===== src/rtl/tcc_pkg.sv =====
package tcc_pkg;
  typedef enum logic [2:0] {
    SRC_SYSCLK = 3'd0,
    SRC_TRIG_R = 3'd1,
    SRC_TRIG_F = 3'd2,
    SRC_EVENT  = 3'd3,
    SRC_PEER_O = 3'd4,
    SRC_PEER_U = 3'd5
  } src_e;

  localparam int COND_N    = 4;
  localparam int COND_STA  = 0;
  localparam int COND_STP  = 1;
  localparam int COND_CLR  = 2;
  localparam int COND_CAP  = 3;
  localparam int EN_W      = 3;
endpackage


===== src/rtl/tcc_cond_decode.sv =====
module tcc_cond_decode
  import tcc_pkg::*;
(
  input  logic [EN_W-1:0] en,
  input  logic            pin_rise,
  input  logic            pin_fall,
  input  logic            evt,
  output logic            fire
);
  always_comb begin
    fire = (en[0] & pin_rise) | (en[1] & pin_fall) | (en[2] & evt);
  end
endmodule


===== src/rtl/tcc_prescaler.sv =====
module tcc_prescaler #(
  parameter int PSC_W   = 4,
  parameter int PSC_MAX = 10
) (
  input  logic             clk,
  input  logic             rst_n,
  input  logic             run,
  input  logic             pulse,
  input  logic             restart,
  input  logic [PSC_W-1:0] code,
  output logic             tick
);
  localparam int DIV_W = (PSC_MAX > 0) ? PSC_MAX : 1;

  logic [DIV_W-1:0] div_q, div_d, limit;
  logic [PSC_W-1:0] eff;

  always_comb begin
    eff   = (int'(code) > PSC_MAX) ? PSC_W'(PSC_MAX) : code;
    limit = DIV_W'((1 << eff) - 1);
    tick  = run & pulse & (div_q >= limit);
    div_d = div_q;
    if (restart)           div_d = '0;
    else if (tick)         div_d = '0;
    else if (run && pulse) div_d = div_q + 1'b1;
  end

  always_ff @(posedge clk or negedge rst_n) begin
    if (!rst_n) div_q <= '0;
    else        div_q <= div_d;
  end
endmodule


===== src/rtl/tcc_core.sv =====
module tcc_core #(
  parameter int CNT_W = 16
) (
  input  logic             clk,
  input  logic             rst_n,
  input  logic             tick,
  input  logic             clr,
  input  logic             cap,
  input  logic             cap_mode,
  input  logic             cnt_wr,
  input  logic [CNT_W-1:0] cnt_wdata,
  input  logic             cmp_wr,
  input  logic [CNT_W-1:0] cmp_wdata,
  input  logic             clr_match,
  input  logic             clr_ovf,
  output logic [CNT_W-1:0] count,
  output logic [CNT_W-1:0] cmp_cap,
  output logic             flag_match,
  output logic             flag_ovf
);
  localparam logic [CNT_W-1:0] CNT_MAX = '1;

  logic [CNT_W-1:0] cnt_d, cmp_d, inc;
  logic             wrap, adv, ovf_set, match_set, fm_d, fo_d;

  always_comb begin
    wrap      = cap_mode ? (count == CNT_MAX) : (count == cmp_cap);
    inc       = wrap ? '0 : count + 1'b1;
    adv       = tick & ~cnt_wr & ~clr;
    ovf_set   = adv & wrap;
    match_set = adv & ~cap_mode & (inc == cmp_cap);
    cnt_d = count;
    if (cnt_wr)   cnt_d = cnt_wdata;
    else if (clr) cnt_d = '0;
    else if (adv) cnt_d = inc;
    cmp_d = cmp_cap;
    if (cap && cap_mode) cmp_d = count;
    else if (cmp_wr)     cmp_d = cmp_wdata;
    fm_d = match_set | (flag_match & ~clr_match);
    fo_d = ovf_set   | (flag_ovf   & ~clr_ovf);
  end

  always_ff @(posedge clk or negedge rst_n) begin
    if (!rst_n) begin
      count      <= '0;
      cmp_cap    <= '0;
      flag_match <= 1'b0;
      flag_ovf   <= 1'b0;
    end else begin
      count      <= cnt_d;
      cmp_cap    <= cmp_d;
      flag_match <= fm_d;
      flag_ovf   <= fo_d;
    end
  end


  a_r6_clear_zero: assert property (@(posedge clk) disable iff (!rst_n)
    (clr && !cnt_wr) |=> (count == '0));

  a_r3_cmp_wrap: assert property (@(posedge clk) disable iff (!rst_n)
    (tick && !clr && !cnt_wr && !cap_mode && count == cmp_cap) |=> (count == '0 && flag_ovf));

  a_r7_capture: assert property (@(posedge clk) disable iff (!rst_n)
    (cap && cap_mode) |=> (cmp_cap == $past(count)));

  a_r9_ovf_sticky: assert property (@(posedge clk) disable iff (!rst_n)
    (flag_ovf && !clr_ovf) |=> flag_ovf);
endmodule


===== src/rtl/trig_cc_timer.sv =====
module trig_cc_timer
  import tcc_pkg::*;
#(
  parameter int CNT_W   = 16,
  parameter int PSC_W   = 4,
  parameter int PSC_MAX = 10
) (
  input  logic             clk,
  input  logic             rst_n,
  input  logic             cfg_cap_mode,
  input  logic [2:0]       cfg_src,
  input  logic [PSC_W-1:0] cfg_psc,
  input  logic [2:0]       start_en,
  input  logic [2:0]       stop_en,
  input  logic [2:0]       clr_en,
  input  logic [2:0]       cap_en,
  input  logic             ie_match,
  input  logic             ie_ovf,
  input  logic             sw_start,
  input  logic             sw_stop,
  input  logic             clr_match,
  input  logic             clr_ovf,
  input  logic             cnt_wr,
  input  logic [CNT_W-1:0] cnt_wdata,
  input  logic             cmp_wr,
  input  logic [CNT_W-1:0] cmp_wdata,
  input  logic             trig_in,
  input  logic             chan_pin,
  input  logic             evt_cnt,
  input  logic             evt_cond,
  input  logic             peer_ovf,
  input  logic             peer_udf,
  output logic             running,
  output logic [CNT_W-1:0] count,
  output logic [CNT_W-1:0] cmp_cap,
  output logic             flag_match,
  output logic             flag_ovf,
  output logic             irq
);
  logic trig_q, pin_q;
  logic trig_r, trig_f, pin_r, pin_f;
  logic src_pulse, tick, run_d, start_f, stop_f;
  logic [EN_W-1:0]   en_vec [COND_N];
  logic [COND_N-1:0] fire;

  always_ff @(posedge clk or negedge rst_n) begin
    if (!rst_n) begin
      trig_q  <= 1'b0;
      pin_q   <= 1'b0;
      running <= 1'b0;
    end else begin
      trig_q  <= trig_in;
      pin_q   <= chan_pin;
      running <= run_d;
    end
  end

  always_comb begin
    trig_r = trig_in & ~trig_q;
    trig_f = ~trig_in & trig_q;
    pin_r  = chan_pin & ~pin_q;
    pin_f  = ~chan_pin & pin_q;
    en_vec[COND_STA] = start_en;
    en_vec[COND_STP] = stop_en;
    en_vec[COND_CLR] = clr_en;
    en_vec[COND_CAP] = cap_en;
  end

  for (genvar g = 0; g < COND_N; g++) begin : g_cond
    tcc_cond_decode u_dec (
      .en       (en_vec[g]),
      .pin_rise (pin_r),
      .pin_fall (pin_f),
      .evt      (evt_cond),
      .fire     (fire[g])
    );
  end

  always_comb begin
    case (src_e'(cfg_src))
      SRC_SYSCLK: src_pulse = 1'b1;
      SRC_TRIG_R: src_pulse = trig_r;
      SRC_TRIG_F: src_pulse = trig_f;
      SRC_EVENT:  src_pulse = evt_cnt;
      SRC_PEER_O: src_pulse = peer_ovf;
      SRC_PEER_U: src_pulse = peer_udf;
      default:    src_pulse = 1'b0;
    endcase
    start_f = sw_start | fire[COND_STA];
    stop_f  = sw_stop  | fire[COND_STP];
    run_d   = running;
    if (stop_f)       run_d = 1'b0;
    else if (start_f) run_d = 1'b1;
    irq = (flag_match & ie_match) | (flag_ovf & ie_ovf);
  end

  tcc_prescaler #(.PSC_W(PSC_W), .PSC_MAX(PSC_MAX)) u_psc (
    .clk     (clk),
    .rst_n   (rst_n),
    .run     (running),
    .pulse   (src_pulse),
    .restart (cnt_wr | fire[COND_CLR]),
    .code    (cfg_psc),
    .tick    (tick)
  );

  tcc_core #(.CNT_W(CNT_W)) u_core (
    .clk        (clk),
    .rst_n      (rst_n),
    .tick       (tick),
    .clr        (fire[COND_CLR]),
    .cap        (fire[COND_CAP]),
    .cap_mode   (cfg_cap_mode),
    .cnt_wr     (cnt_wr),
    .cnt_wdata  (cnt_wdata),
    .cmp_wr     (cmp_wr),
    .cmp_wdata  (cmp_wdata),
    .clr_match  (clr_match),
    .clr_ovf    (clr_ovf),
    .count      (count),
    .cmp_cap    (cmp_cap),
    .flag_match (flag_match),
    .flag_ovf   (flag_ovf)
  );


  a_r8_stop_wins: assert property (@(posedge clk) disable iff (!rst_n)
    stop_f |=> !running);

  a_r5_start_runs: assert property (@(posedge clk) disable iff (!rst_n)
    (start_f && !stop_f) |=> running);

  a_r5_hold_stopped: assert property (@(posedge clk) disable iff (!rst_n)
    (!running && !cnt_wr && !fire[COND_CLR]) |=> $stable(count));
endmodule


===== config.mk =====
export PLATFORM = sky130hd
export DESIGN_NAME = trig_cc_timer
export DESIGN_NICKNAME = d
export VERILOG_FILES = /design/src/rtl/tcc_pkg.sv /design/src/rtl/tcc_cond_decode.sv /design/src/rtl/tcc_prescaler.sv /design/src/rtl/tcc_core.sv /design/src/rtl/trig_cc_timer.sv
export SDC_FILE = /design/constraint.sdc
export NUM_CORES = 1
export LEC_CHECK = 0
export BUFFER_PORTS_ARGS = -buffer_cell sky130_fd_sc_hd__buf_2
export CAP_MARGIN = 20
export CORE_ASPECT_RATIO = 1.4
export CORE_MARGIN = 4
export CORE_UTILIZATION = 40
export DETAILED_ROUTE_END_ITERATION = 8
export SLEW_MARGIN = 5
export SYNTH_ARGS = -nofsm -noshare
export SYNTH_HDL_FRONTEND = slang
export SYNTH_SLANG_ARGS = --single-unit

===== constraint.sdc =====
create_clock -name clk -period 7.5 [get_ports clk]
set_input_delay 1.5 -clock clk [delete_from_list [all_inputs] [get_ports clk]]
set_output_delay 1.5 -clock clk [all_outputs]
set_load 0.005 [all_outputs]

==> results of run 1 <==
flip-flops by register name, indices dropped and copies added (netlist names):
signal             count
pin_q                  1
u_core.flag_ovf        1
u_core.count          16
u_psc.div_q           10
trig_q                 1
u_core.cmp_cap        16
running                1
u_core.flag_match      1
cells in the final DEF (no fill, tap or decap), types with 2 or more instances in the layout:
master,instances
buf_2,103
nand2_1,58
a21oi_1,55
dfrtp_1,47
o21ai_0,37
nor2_1,32
xnor2_1,18
xor2_1,17
mux2i_1,16
nand3_1,14
inv_1,13
ha_1,13
a21o_1,10
nand2b_1,9
o22ai_1,7
o21ai_1,7
nor2b_1,6
nor3_1,5
a31oi_1,5
nor4b_1,5
o32ai_1,5
and3_1,5
clkbuf_16,5
a22oi_1,4
or3_1,3
nor4bb_1,3
and3_4,3
nand4_1,3
a211oi_1,3
nand3b_1,2
or2_2,2
a32oi_1,2
and2_1,2
and4bb_1,2
nor4_1,2
and4_1,2
nor3b_1,2
o21a_1,2
a211o_1,2
buf_4,2
layout make-up:
class / count / area [um^2] / share of cell area (%)
Timing Repair Buffer: 106 / 541.8 / 12.09
Inverter: 13 / 48.80 / 1.089
Tap cell: 110 / 137.6 / 3.073
Multi-Input combinational cell: 380 / 2420 / 54.02
Sequential cell: 47 / 1176 / 26.26
Clock inverter: 2 / 16.27 / 0.3631
Clock buffer: 6 / 138.9 / 3.101
worst max-delay path, stage by stage:
cell and delay, ns:
buf_2 0.13, or2_2 0.31, or3_1 0.34, ha_1 0.30, ha_1 0.28, a21o_1 0.16, a21o_1 0.17, a21o_1 0.17
a21o_1 0.17, a211oi_1 0.39, or2_2 0.43, o21ai_0 0.16, a21oi_1 0.19
cells by family after synthesis:
| family | share of synthesized area (%) |
|---|---|
| xor gates and xnor gates | 8.426 |
| adders and majority gates | 4.246 |
| muxes | 4.180 |
| and+or+nand+nor | 22.93 |
| DFF | 30.70 |
| buffers and inverters | 6.205 |
| AOI/OAI and AO/OA | 23.32 |
power groups by stage:
stage / logic (mW) / clock network (mW) / registers [mW]
after global placement: 0.182 / 0 / 0.330
after global routing: 0.211 / 0.251 / 0.335
after floorplan: 0.143 / 0 / 0.304
after CTS: 0.187 / 0.243 / 0.327
final: 0.185 / 0.236 / 0.328
after detailed placement: 0.186 / 0 / 0.332
routing by layer:
metal	part of all wire [%]	global-route usage, %
met1	42	24.18
met2	49	33.60
met3	5.9	3.082
met4	2.6	7.567
met5	0	0
final timing paths:
| kind | endpoint | depth (start not counted) |
|---|---|---|
| max | u_core.count[2] | 13 |
| min | u_core.flag_match | 2 |
| max reg2reg | u_core.flag_match | 9 |
| min reg2reg | u_core.flag_match | 2 |
| max in group asynchronous | u_core.cmp_cap[1] | 2 |
| min in group asynchronous | u_core.count[2] | 2 |
==> metrics, run 1 <==
Critical Path End Type=flip-flop; Antenna Violating Nets Remaining=0; worst slew pin tran=0.6203 ns; Syn Inst Count=roughly 480; final instance area=4479 um^2; Critical Path RT=7.72 ns; # DRC=0; Comb pwr share=between 20% and 30%; DIE WIDTH=90.71 um; endpoints failing hold=0; total power=between 0.7 and 0.8 mW; Via density=5.623; Final Core Density=47.62%; status=finished, final reports clean; CTS max path bufs=2; Setup Buffers After CTS=0; FF+latch count, synth=47; # fillers=962; Worst Path Arrival=4.70 ns; GRT Overall Usage=19.34%; number of synthesized flops with an enable pin=0; Yosys top cell area share=30.70%; asr flop ratio synth=100.0%; synth cell count leaders=nand2_1, a21oi_1, dfrtp_1; reg2reg setup slack=a little under 4 ns; Rel. slew slack=58.65%; Std-Cell Rows=42; Yosys cell types=58; CTS tree=yes; CTS clock-pin slew for the worst setup and hold paths=0.07 ns; fin crit share=59.80%; sw frac=33.22%; largest area contributor in the netlist=dfrtp_1; post-synthesis instance area=3831 um^2; Die Y=approximately 120 um; Power Density=about 170 nW/um^2; HPWL Detailed=8192 um; RR Startpoint=u_core.count[0]; Final Instance Count excl. Fillers=664; Fmax achieved=223.0 MHz; Synth Flop Type=dfrtp_1; largest net degree at the start of global routing=48; ant diodes=0; GRT overflow=0; IO Count=around 100; routed wire length=10,720 um; Post-Place Worst Slack=2.735 ns; post-layout worst setup margin=3.015 ns; post-layout min period=4.485 ns; clock skew after layout=0.01186 ns; WS Path Type=in2reg; number of buffers created by CTS=5; WHS=0.5489 ns; worst hold path type=reg2reg; Yosys warning total=0; count of hold-fix buffers inserted at cts=0; initial antenna violation count=0; Critical Path Source=cfg_psc[1]; Final Max Tran Viols=0; Area Overhead vs Synth=16.92%; Clk network pwr share=31.5%; H-tree levels=2; Final nets=634; most numerous cell in the Yosys netlist=nand2_1; clock sinks=47; Core ar.=9407 um^2; Avg Synthesized Cell Area=8.049 um^2; MaxCap Viol Count=0; Syn Nets=around 560; setup violators final=0; maximum vdd drop=83.25 uV; sequential power share=between 40% and 50%; RSZ-0062 raised after global routing=false; root buffer cell=clkbuf_16; hold_sp=u_core.flag_match; total number of vias=3,734; Clock Latency Late Sink=0.30 ns; placed cell count=between 600 and 700; layout cells sized above 1=between 20% and 30%; Pint=0.5003 mW; 1st-pass router iterations=4; CP startpoint kind=input pin; sequential fraction of the synthesis area=30.70%; number of gates resized after CTS=0; top cells by area, synth=dfrtp_1, a21oi_1, nand2_1, o21ai_0, ha_1; Initial Util=40.73%; placed instance area=roughly 4300 um^2; Max FO, Critical Path=19; WL per Instance=16.15 um; vias in the first global route=3,613; first-pass GRT wire length=17,680 um; post-route setup TNS=0 ns; drt first-iter violations=205; gpl congestion=0.8290; port buffer count=103; Die ar.=11,230 um^2; Psw=roughly 0.25 mW; Leak Pwr=2.097 nW
Note: power is estimated with default switching activity, not from simulation.
==> run 2, diff against run 1 <==
==> constraint.sdc (replaced) <==
create_clock -name clk -period 4.35 [get_ports clk]
set_input_delay 0.87 -clock clk [delete_from_list [all_inputs] [get_ports clk]]
set_output_delay 0.87 -clock clk [all_outputs]
set_load 0.005 [all_outputs]
==> run 2 against run 1 <==
Effect of this change: combinational power grew 76%; first-iteration DRC count shrank 5.9%; register-to-register slack lost 2.9 ns; critical path type unchanged; largest cell class unchanged; largest power group unchanged.
==> metrics, run 2 (same netlist as run 1, synthesis figures left out) <==
placed instance area=4320 um^2 (+0.17%); HPWL Detailed=8324 um (+1.6%); largest net degree at the start of global routing=48 (unchanged); CTS clock-pin slew for the worst setup and hold paths=0.07 ns (about the same); Final Core Density=47.77% (+0.15 points); number of buffers created by CTS=5 (unchanged); post-route setup TNS=0 ns (unchanged); initial antenna violation count=0 (unchanged); Worst Path Arrival=4.07 ns (-0.63 ns); # DRC=0 (unchanged); number of gates resized after CTS=0 (unchanged); Via density=5.564 (-1.1%); Metal-1 WL=4551 um (+1.2%); setup violators final=0 (unchanged); worst hold path type=in2async; Power Density=288.1 nW/um^2 (+72%); Rel. slew slack=31.31% (-27 points); most common cell after layout, fill and taps aside=buf_2; Fmax achieved=260.1 MHz; MaxCap Viol Count=0 (unchanged); total number of vias=3,700 (-0.91%); # fillers=944 (-1.9%); GRT overflow=0 (unchanged); layout cells sized above 1=23.42% (+0.14 points); gpl congestion=0.8035 (-3.1%); WL met2=5452 um (+2.7%); Final nets=635 (+0.16%); CTS max path bufs=2 (unchanged); final instance area=4493 um^2 (+0.31%); endpoints failing hold=0 (unchanged); RSZ-0062 raised after global routing=false; Area Overhead vs Synth=17.28%; Core ar.=9407 um^2 (unchanged); Top Metal Used=met4; CTS tree=yes; H-tree levels=2 (unchanged); Top Registers=u_core.cmp_cap x16, u_core.count x16, u_psc.div_q x10; port buffer count=103 (unchanged); clock sinks=47 (unchanged); WL per Instance=16.22 um (+0.45%); Critical Path End Type=flip-flop; Final Max Tran Viols=0 (unchanged); WS Path Type=in2reg; Die ar.=11,230 um^2 (unchanged); root buffer cell=clkbuf_16; Critical Path RT=4.58 ns (-3.14 ns); Setup Buffers After CTS=0 (unchanged); DIE WIDTH=90.71 um (unchanged); 1st-pass router iterations=4 (unchanged); Clock Latency Late Sink=0.30 ns (about the same); ant diodes=0 (unchanged); vias in the first global route=3,610 (-0.083%); Std-Cell Rows=42 (unchanged); Final Instance Count excl. Fillers=665 (+0.15%); maximum vdd drop=144.9 uV (+74%); Leak Pwr=2.106 nW (+0.40%); Max FO, Critical Path=19 (unchanged); routed wire length=10,790 um (+0.61%); status=finished, final reports clean; commonest cells after routing, fill and taps aside=buf_2, nand2_1, a21oi_1; placed cell count=656 (+0.15%); met3 WL post-DR=526 um (-17%); fin crit share=88.38%; Initial Util=40.73% (unchanged); clock skew after layout=0.009172 ns (-0.002687 ns); drt first-iter violations=193 (-5.9%); CP startpoint kind=input pin; first-pass GRT wire length=17,840 um (+0.90%); GRT Overall Usage=19.65% (+0.30 points); IO Count=104 (unchanged); count of hold-fix buffers inserted at cts=0 (unchanged); Die Y=123.8 um (unchanged); worst slew pin tran=1.026 ns (+0.4054 ns); post-layout min period=between 3 and 4 ns; Antenna Violating Nets Remaining=0 (unchanged)
[run 2: power breakdown]
| group | total [mW] | switching [mW] | internal, mW |
|---|---|---|---|
| Sequential | 0.560 | 0.0875 | 0.473 |
| Clock | 0.409 | 0.189 | 0.220 |
| Combinational | 0.326 | 0.165 | 0.161 |
| Total | 1.29 | 0.441 | 0.853 |
[run 2: cell type report]
| class | instances | area, um^2 | share of cell area [%] |
|---|---|---|---|
| flip-flops and latches | 47 | 1176 | 26.18 |
| clock buffers | 5 | 125.1 | 2.785 |
| well taps | 110 | 137.6 | 3.063 |
| repair buffers | 107 | 558.0 | 12.42 |
| clock inverters | 3 | 27.53 | 0.6126 |
| multi-input cells | 380 | 2420 | 53.86 |
| inverters | 13 | 48.80 | 1.086 |
[run 2: critical path, cell delays in order]
cell	delay, ns
buf_2	0.13
or2_2	0.31
or3_1	0.34
ha_1	0.25
nor3_1	0.14
a21o_1	0.11
a32oi_1	0.09
ha_1	0.19
a21o_1	0.18
a211o_1	0.31
a211oi_1	0.41
or2_2	0.42
o21ai_0	0.15
a21oi_1	0.18
[run 2: final timing paths]
path,startpoint,endpoint,slack (ns),depth (start not counted)
min in group clk,u_core.flag_ovf,u_core.flag_ovf,0.56,2
hold reg to reg,u_core.flag_ovf,u_core.flag_ovf,0.56,2
hold / removal,rst_n,u_core.cmp_cap[1],0.51,1
setup / recovery,cfg_psc[1],u_core.count[8],0.51,14
setup reg to reg,u_core.count[0],u_core.flag_match,1.04,9
max in group asynchronous,rst_n,u_core.flag_ovf,3.34,2
[run 2: metal layers]
| metal | vias to the layer above | GRT usage [%] |
|---|---|---|
| li1 | 1867 | - |
| met5 | - | 0 |
| met3 | 14 | 2.840 |
| met2 | 109 | 35.27 |
| met4 | 0 | 7.567 |
| met1 | 1710 | 23.84 |
[run 2: through the flow]
stage	hold slack (ns)	total power [mW]	worst slack [ns]
after CTS	0.5723	1.312	0.4925
after floorplan	0.5030	0.7699	0.4289
final	0.5083	1.295	0.5053
after global placement	0.5498	0.8842	0.2521
after detailed placement	0.5407	0.8959	0.1858
after global routing	0.5506	1.377	0.1317
==> run 3, diff against run 2 <==
--- a/config.mk
+++ b/config.mk
@@ -8,10 +8,11 @@
 export BUFFER_PORTS_ARGS = -buffer_cell sky130_fd_sc_hd__buf_2
 export CAP_MARGIN = 20
 export CORE_ASPECT_RATIO = 1.4
-export CORE_MARGIN = 4
+export CORE_MARGIN = 2
 export CORE_UTILIZATION = 40
 export DETAILED_ROUTE_END_ITERATION = 8
 export SLEW_MARGIN = 5
 export SYNTH_ARGS = -nofsm -noshare
 export SYNTH_HDL_FRONTEND = slang
+export SYNTH_HIERARCHICAL = 1
 export SYNTH_SLANG_ARGS = --single-unit
==> run 3 against run 2 <==
Effect of this change: cell area rose by 5.8%; combinational power grew 12%; via count up 11%; largest power group unchanged; die area shrank 4.5%; global-route usage increased by 3.1 points; critical path type unchanged; synthesized cell count up 3.2%.
==> metrics, run 3 <==
endpoints failing hold=0 (unchanged); GRT overflow=0 (unchanged); Area Overhead vs Synth=19.96%; xor/xnor share of the synthesized area=6.412% (-2.0 points); CTS tree=yes; routed wire length=12,240 um (+13%); largest net degree at the start of global routing=48 (unchanged); Top Registers=u_core/cmp_cap x16, u_core/count x16, u_psc/div_q x10; GRT Overall Usage=22.75% (+3.1 points); root buffer cell=clkbuf_16; most common cell after layout, fill and taps aside=buf_2; Die Y=121.7 um (-1.7%); final instance area=4752 um^2 (+5.8%); Compound-Gate Fraction of Synth Area=23.22% (-0.10 points); ant diodes=0 (unchanged); Max FO, Critical Path=6 (-13); Via density=5.788 (+4.0%); FF+latch count, synth=47 (unchanged); Std-Cell Rows=43 (+2.4%); clock skew after layout=0.004534 ns (-0.004638 ns); IO Count=104 (unchanged); Final Max Tran Viols=0 (unchanged); placed instance area=4583 um^2 (+6.1%); Yosys top cell area share=29.69% (-1.0 points); Synth Flop Type=dfrtp_1; Setup Buffers After CTS=0 (unchanged); Rel. slew slack=53.94% (+23 points); commonest cells after routing, fill and taps aside=buf_2, nand2_1, dfrtp_1; DIE WIDTH=88.11 um (-2.9%); Clock Latency Late Sink=0.30 ns (about the same); status=finished, final reports clean; # DRC=0 (unchanged); Critical Path End Type=flip-flop; CTS clock-pin slew for the worst setup and hold paths=0.06 ns (about the same); first-pass GRT wire length=19,210 um (+7.7%); Antenna Violating Nets Remaining=0 (unchanged); HPWL Detailed=9255 um (+11%); Die ar.=10,730 um^2 (-4.5%); port buffer count=103 (unchanged); Core ar.=9792 um^2 (+4.1%); Yosys cell types=72 (+24%); asr flop ratio synth=100.0% (unchanged); Post-Synth Adder-Cell Area=4.106% (-0.14 points); most numerous cell in the Yosys netlist=nand2_1; Yosys warning total=6 (+6); MaxCap Viol Count=0 (unchanged); clock sinks=47 (unchanged); number of buffers created by CTS=5 (unchanged); Leak Pwr=2.053 nW (-2.5%); RSZ-0062 raised after global routing=false; worst slew pin tran=0.6883 ns (-0.3374 ns); sequential fraction of the synthesis area=29.69% (-1.0 points); Critical Path RT=4.57 ns (about the same); WL per Instance=17.19 um (+6.0%); multiplexer area fraction after synthesis=4.611% (+0.43 points); post-synthesis instance area=3961 um^2 (+3.4%); Post-Synth Simple-Gate Area=24.67% (+1.7 points); Power Density=289.3 nW/um^2 (+0.40%); CP startpoint kind=input pin; number of synthesized flops with an enable pin=0 (unchanged); WS Path Type=in2reg; largest area contributor in the netlist=dfrtp_1; Avg Synthesized Cell Area=8.068 um^2 (+0.24%); maximum vdd drop=143.3 uV (-1.1%); top cells by area, synth=dfrtp_1, nand2_1, xnor2_1, ha_1, mux2i_1; H-tree levels=2 (unchanged); fin crit share=94.78% (+6.4 points); gpl congestion=0.9279 (+15%); Syn Nets=572 (+2.7%); total power=1.375 mW (+6.2%); worst hold path type=reg2reg; Final nets=657 (+3.5%); Initial Util=40.45% (-0.27 points); vias in the first global route=3,868 (+7.1%); setup violators final=0 (unchanged); Fmax achieved=242.5 MHz (-6.8%); Syn Inst Count=491 (+3.2%); synth cell count leaders=nand2_1, dfrtp_1, a21oi_1, o21ai_0, inv_1; main combinational cell family by area after synthesis=simple AND/OR/NAND/NOR gates; initial antenna violation count=0 (unchanged); post-layout min period=4.123 ns (+0.2784 ns); total number of vias=4,121 (+11%); Worst Path Arrival=4.34 ns (+0.27 ns); drt first-iter violations=232 (+20%); layout cells sized above 1=25.30% (+1.9 points); CTS max path bufs=2 (unchanged); 1st-pass router iterations=5 (+1)
==> run 3: changes by cell type after synthesis, moves of 5 or more <==
cell,change
nor2_1,-8
clkbuf_1,+12
inv_1,+15
nor3_1,+20
a21oi_1,-26
buf_2,-6
nand2b_1,-5
o21ai_0,-9
nand2_1,-8
nand4_1,+8
nand3_1,+6
xor2_1,-7
a41oi_1,+7
==> run 3: cell families after synthesis <==
group | after synthesis
compound gates | 136
xor+xnor | 29
fa+ha+maj | 13
buf+inv | 67
flops | 47
simple gates | 181
mux | 18
==> run 3: area by class of cell <==
| class | instances | area [um^2] |
|---|---|---|
| clock buffers | 8 | 156.4 |
| flip-flops and latches | 47 | 1176 |
| inverters | 28 | 105.1 |
| well taps | 135 | 168.9 |
| repair buffers | 117 | 620.6 |
| multi-input cells | 377 | 2525 |
| fillers | 1027 | 5040 |
==> run 3: stage by stage <==
step                worst slack (ns)  util [%]  TNS [ns]  cells  hold slack (ns)
global route                 0.02498     48.53         0    712           0.6089
global placement             0.07918     46.81         0    704           0.5457
detailed placement           -0.1024     46.81   -0.1024    704           0.5409
finish                        0.2269     48.53         0    712           0.5596
floorplan                   0.005100         -         0    491           0.5408
CTS                           0.1743     48.40         0    712           0.5546
==> run 3: repair_timing <==
| action | in CTS | in global routing |
|---|---|---|
| gates resized for setup | 0 | 3 |
| setup endpoints to repair | 0 | 1 |
| hold buffers | 0 | 0 |
==> run 3: path summary, 6_finish.rpt <==
path | endpoint | cells past startpoint | slack, ns | startpoint
setup reg to reg | u_core/flag_match | 13 | 1.30 | u_psc/div_q[9]
setup / recovery | u_core/flag_match | 20 | 0.23 | cfg_psc[3]
max in group asynchronous | u_psc/div_q[3] | 2 | 3.24 | rst_n
min in group asynchronous | u_core/cmp_cap[12] | 2 | 0.67 | rst_n
hold reg to reg | u_core/flag_ovf | 2 | 0.56 | u_core/flag_ovf
hold / removal | u_core/flag_ovf | 2 | 0.56 | u_core/flag_ovf
==> run 3: routing by layer <==
| layer | vias to the layer above | wire, um | track usage, % |
|---|---|---|---|
| met2 | 130 | 6463 | 41.67 |
| met3 | 15 | 575 | 3.591 |
| met1 | 1993 | 4996 | 26.73 |
| li1 | 1983 | - | - |
| met4 | 0 | 207 | 7.102 |
| met5 | - | 0 | 0 |
==> run 3: critical path, cell delays in order <==
cell and delay, ns:
buf_2 0.12, nor2_4 0.14, nand3b_1 0.10, ha_2 0.23, nor2_1 0.14, mux2_2 0.17
a32oi_1 0.11, ha_1 0.28, and4_1 0.20, nand2_1 0.05, o22a_1 0.23, a21oi_4 0.17
inv_1 0.07, or3_1 0.39, nor3_2 0.17, o221ai_1 0.16, or3_1 0.38, o211ai_1 0.10
o2111ai_1 0.15, o22ai_2 0.12
==> run 3: power breakdown <==
part | total (mW) | switching, mW | internal (mW)
clock | 0.418 | 0.173 | 0.245
sequential | 0.592 | 0.115 | 0.477
combinational | 0.364 | 0.188 | 0.176
